<file path="src/rtl/irqq_pkg.sv">
package irqq_pkg;

    typedef enum logic {
        QUAL_LEVEL  = 1'b0,
        QUAL_STROBE = 1'b1
    } qual_mode_e;

    typedef struct packed {
        logic fire;
        logic reject;
    } qual_res_t;

    // history needs room for the longest pattern plus its leading high sample
    function automatic int hist_depth(input int low_run, input int gap_run);
        return ((low_run > gap_run) ? low_run : gap_run) + 1;
    endfunction

endpackage

</file>
<file path="src/rtl/irqq_sync.sv">
module irqq_sync #(
    parameter int STAGES = 2
) (
    input  logic clk,
    input  logic din,
    output logic dout
);
    logic [STAGES-1:0] stage_q;

    generate
        for (genvar i = 0; i < STAGES; i++) begin : g_stage
            if (i == 0) begin : g_first
                always_ff @(negedge clk) stage_q[0] <= din;
            end else begin : g_next
                always_ff @(negedge clk) stage_q[i] <= stage_q[i-1];
            end
        end
    endgenerate

    assign dout = stage_q[STAGES-1];
endmodule

</file>
<file path="src/rtl/irqq_history.sv">
module irqq_history #(
    parameter int DEPTH = 4
) (
    input  logic             clk,
    input  logic             rst,
    input  logic             din,
    output logic [DEPTH-1:0] hist
);
    // bit 0 holds the newest sample
    always_ff @(negedge clk) begin
        if (rst) begin
            hist <= {DEPTH{din}};
        end else begin
            hist <= {hist[DEPTH-2:0], din};
        end
    end
endmodule

</file>
<file path="src/rtl/irqq_match.sv">
module irqq_match
    import irqq_pkg::*;
#(
    parameter int LOW_RUN  = 3,
    parameter int GAP_RUN  = 3,
    parameter int DEPTH    = 4
) (
    input  logic [DEPTH-1:0] hist,
    input  qual_mode_e       mode,
    output qual_res_t        res
);
    logic level_hit;
    logic fall;
    logic gap_ok;

    assign level_hit = hist[LOW_RUN] && (hist[LOW_RUN-1:0] == '0);
    assign fall      = hist[1] && !hist[0];
    assign gap_ok    = &hist[GAP_RUN:1];

    always_comb begin
        res = '0;
        if (mode == QUAL_STROBE) begin
            res.fire   = fall && gap_ok;
            res.reject = fall && !gap_ok;
        end else begin
            res.fire   = level_hit;
        end
    end
endmodule

</file>
<file path="src/rtl/irq_pin_qualifier.sv">
module irq_pin_qualifier
    import irqq_pkg::*;
#(
    parameter int SYNC_STAGES = 2,
    parameter int LOW_RUN     = 3,
    parameter int GAP_RUN     = 3
) (
    input  logic clk,
    input  logic rst,
    input  logic pin_n,
    input  logic strobe_mode,
    output logic event_o,
    output logic drop_o
);
    localparam int DEPTH = hist_depth(LOW_RUN, GAP_RUN);

    logic             pin_sync;
    logic [DEPTH-1:0] hist;
    qual_res_t        res;
    qual_mode_e       mode;

    assign mode = qual_mode_e'(strobe_mode);

    irqq_sync #(.STAGES(SYNC_STAGES)) u_sync (
        .clk  (clk),
        .din  (pin_n),
        .dout (pin_sync)
    );

    irqq_history #(.DEPTH(DEPTH)) u_hist (
        .clk  (clk),
        .rst  (rst),
        .din  (pin_sync),
        .hist (hist)
    );

    irqq_match #(.LOW_RUN(LOW_RUN), .GAP_RUN(GAP_RUN), .DEPTH(DEPTH)) u_match (
        .hist (hist),
        .mode (mode),
        .res  (res)
    );

    always_ff @(posedge clk) begin
        if (rst) begin
            event_o <= 1'b0;
            drop_o  <= 1'b0;
        end else begin
            event_o <= res.fire;
            drop_o  <= res.reject;
        end
    end
endmodule

</file>
<file path="config.mk">
export PLATFORM = sky130hd
export DESIGN_NAME = irq_pin_qualifier
export DESIGN_NICKNAME = d
export VERILOG_FILES = /design/src/rtl/irqq_pkg.sv /design/src/rtl/irqq_sync.sv /design/src/rtl/irqq_history.sv /design/src/rtl/irqq_match.sv /design/src/rtl/irq_pin_qualifier.sv
export SDC_FILE = /design/constraint.sdc
export NUM_CORES = 1
export LEC_CHECK = 0
export ABC_AREA = 1
export BUFFER_PORTS_ARGS = -buffer_cell sky130_fd_sc_hd__buf_2
export CORE_AREA = 2 2 39 41
export DETAILED_ROUTE_END_ITERATION = 10
export DIE_AREA = 0 0 41 43
export GPL_TIMING_DRIVEN = 0
export PLACE_DENSITY_LB_ADDON = 0.3
export RECOVER_POWER = 50
export SETUP_SLACK_MARGIN = 0.3
export SYNTH_ARGS = -nofsm -noshare
export SYNTH_HDL_FRONTEND = slang
export SYNTH_SLANG_ARGS = --single-unit
</file>
<file path="constraint.sdc">
create_clock -name clk -period 1 [get_ports clk]
set_input_delay 0.25 -clock clk [delete_from_list [all_inputs] [get_ports clk]]
set_output_delay 0.25 -clock clk [all_outputs]
set_load 0.02 [all_outputs]
</file>
After elaboration in Yosys (flattened, before gate mapping)
Index checks and enable logic that the tools add are counted.
{"block": "word_totals", "ff_bits": 8, "romBits": 0, "latch_bits": 0, "mem_bits_rw": 0, "inputBits": 4, "memories": 0, "word_cells": 17, "out_inout_bits": 2}
{"block": "op_classes", "add_sub_neg": 0, "magnitude_cmp": 0, "bitwise": 1, "n_mux": 2, "n_shift": 0, "eq_ne": 0, "multipliers": 0, "n_reduce_logical": 9, "div_mod_pow": 0}
{"operator": "logical AND 1 bit", "count": 4}
{"operator": "two-way mux 4 bit", "count": 1}
{"operator": "zero test 3 bit", "count": 1}
{"operator": "AND reduction 3 bit", "count": 1}
{"operator": "zero test 1 bit", "count": 2}
{"operator": "OR reduction 2 bit", "count": 1}
{"operator": "two-way mux 1 bit", "count": 1}
{"operator": "NOT 1 bit", "count": 1}

Longest topological paths before layout
{"block": "depth", "word_depth": 4, "mapped_depth": 5}

Cells and area by module
A second synthesis with hierarchy kept.
{"block": "hier_totals", "hier_cells": 34, "area_unflattened_um2": 264.0}
{"module": "irqq_history", "instances": 1, "cells_each": 13, "area_per_inst_um2": 113.9, "seq_area_each_um2": 80.1}
{"module": "irq_pin_qualifier", "instances": 1, "cells_each": 6, "area_per_inst_um2": 55.1, "seq_area_each_um2": 40.0}
{"module": "irqq_match", "instances": 1, "cells_each": 12, "area_per_inst_um2": 51.3, "seq_area_each_um2": 0.0}
{"module": "irqq_sync", "instances": 1, "cells_each": 3, "area_per_inst_um2": 43.8, "seq_area_each_um2": 40.0}

==> results_dict.tcl <==
set metrics [dict create \
    multi_input_area_um2 90.1 \
    clkSlewWorstSetupHoldPaths_ns 0.06 \
    hpwl_um 294 \
    htree_levels 1 \
    r2r-start "u_hist.hist[1]$_DFF_N_" \
    rsz0062_at_grt "true" \
    hold_class "in -> reg" \
    initial_core_util_pct 18.8 \
    vias 224 \
    seq_area_um2 168 \
    ios 6 \
    drive_gt1_share_pct 56.8 \
    die_h_um 43 \
    track_usage_pct 7.55 \
    drc 0 \
    numCtsBuffers 3 \
    synth_nets 32 \
    grt-ovfl-total 0 \
    seq_area_frac_synth_pct 61.5 \
    clk_latency_ns 0.32 \
    whs_ns 0.260 \
    drt-initial-drc-count 0 \
    failed_checks "negative setup slack" \
    reg2reg_slack_ns -0.33 \
    num_rows 14 \
    cts_tree "built" \
    vias_per_cell 3.73 \
    core_area_um2 1380 \
    clock-sinks 8 \
    syn_area_um2 260 \
    powerDensity_nw_per_um2 1860 \
    pre_cts_ws_ns -0.286 \
    final_common_cell "inv_1" \
    root_buffer "clkbuf_4" \
    worst_pin_slew_ns 0.171 \
    path_class "reg -> reg" \
    first_global_vias 232 \
    ys_ff_latch 8 \
    fill_cells 158 \
    end_kind "flop" \
    fin_skew_ns 0.0622 \
    wl_per_cell_um 8.18 \
    holdPathEnd "event_o$_SDFF_PP0_" \
    hold_path_startpoint "rst" \
    fp.dieW_um 41 \
    io_buffers 5 \
    synth_warnings 0 \
    areaGrowthSynthToFinish_pct 59.1 \
    mostFrequentLayoutCells "inv_1, dfxtp_1" \
    report.final.slew_viol_count 0 \
    cellLeakagePower_uw 0.000203 \
    r2r_cells 4 \
    crit-reg2reg-capture "drop_o$_SDFF_PP0_" \
    ant_nets 0 \
    cts_hold_buffers 0 \
    critPathLaunchType "flop" \
    worstPathArrival_ns 1.51 \
    die_area_um2 1760 \
    diodes 0 \
    antenna_found_initial 0 \
    hold_viol_final 0 \
    setup_viol 2 \
    status "finished with violations" \
    postSynthAreaPerCell_um2 9.29 \
    nets 49 \
    grt_max_degree 6 \
    cts_buffer_depth 2 \
    worstHoldPathCells 3 \
    ys_types 11 \
    max-vdd-ir-drop_mv 0.793 \
    grt_pass1_wl_um 800 \
    slew_headroom_pct 88.5 \
    crit_required_ns 1.18 \
    postLayoutSetupSlackWorst_ns -0.333 \
    worst-path-max-fanout 4 \
    drt_pre_antenna_iters 1 \
    routabilityCongestion 0.595 \
    drt-total-wl_um 491 \
    drv_cap 0 \
    netlist_instances 28 \
]
per-stage QoR:
step / total power [uW] / instances / setup TNS (ns) / instance area (um^2) / util, %
floorplan: 431 / 28 / -0.411 / 280 / -
global placement: 450 / 49 / -1.05 / 325 / 23.5
detailed placement: 450 / 49 / -1.05 / 325 / 23.5
CTS: 796 / 59 / -0.622 / 418 / 30.2
global route: 853 / 60 / -0.830 / 414 / 29.9
finish: 770 / 60 / -0.667 / 414 / 29.9
what timing repair did:
| action | 4_1_cts | 5_1_grt |
|---|---|---|
| pin swaps | 1 | 2 |
| setup endpoints to repair | 7 | 7 |
| gates resized for setup | 13 | 2 |
| setup buffers | 1 | 1 |
layout make-up:
class / instances / area share [%]
repair buffers: 7 / 16.3
well taps: 16 / 4.83
clock inverters: 6 / 5.44
flip-flops and latches: 8 / 40.5
inverters: 5 / 4.83
multi-input cells: 14 / 21.8
clock buffers: 4 / 6.34
cell families after synthesis:
family / share of synthesized area, %
flip-flops: 61.5
AO/OA/AOI/OAI: 9.13
buffers and inverters: 9.13
AND/OR/NAND/NOR: 20.2
worst max-delay path, cell delays in order (launching register included):
cell	delay (ns)
dfxtp_4	0.35
nand2_2	0.06
nor2_2	0.04
buf_4	0.12
nor3b_2	0.13
state kept, by name (all words and copies together) (netlist names):
name            flops
event_o             1
u_sync.dout         1
drop_o              1
u_hist.hist         4
u_sync.stage_q      1
cell usage after synthesis:
cell | number | area (um^2)
nor2_2 | 2 | 12.5
nor3b_2 | 1 | 12.5
inv_2 | 1 | 3.75
dfxtp_1 | 8 | 160
inv_1 | 4 | 15.0
a21oi_2 | 1 | 8.76
clkinv_2 | 1 | 5.00
nand3_1 | 1 | 5.00
nand2_1 | 4 | 15.0
o21ai_0 | 3 | 15.0
nor2_1 | 2 | 7.51
power by group:
part / internal (uW) / switching [uW] / leakage, uW
clock: 185 / 167 / 0.0000469
sequential: 341 / 12.7 / 0.0000678
combinational: 33.3 / 30.1 / 0.0000883
worst max path at each step:
stage	to	slack, ns	startpoint	cells past startpoint
2_1_floorplan	event_o$_SDFF_PP0_	-0.23	u_hist.hist[1]$_DFF_N_	4
3_3_place_gp	event_o$_SDFF_PP0_	-0.29	u_hist.hist[1]$_DFF_N_	4
3_5_place_dp	event_o$_SDFF_PP0_	-0.29	u_hist.hist[1]$_DFF_N_	4
4_1_cts	event_o$_SDFF_PP0_	-0.33	u_hist.hist[1]$_DFF_N_	4
5_1_grt	event_o$_SDFF_PP0_	-0.44	u_hist.hist[1]$_DFF_N_	4
6_report	drop_o$_SDFF_PP0_	-0.33	u_hist.hist[1]$_DFF_N_	4
per-layer routing:
layer,global-route usage [%],wire length (um),up-vias
met1,6.15,197,96
met5,0,0,-
met4,6.67,0,0
met2,9.06,240,10
li1,-,-,118
met3,8.90,52,0
No activity file was read; power rests on OpenSTA's default activity.
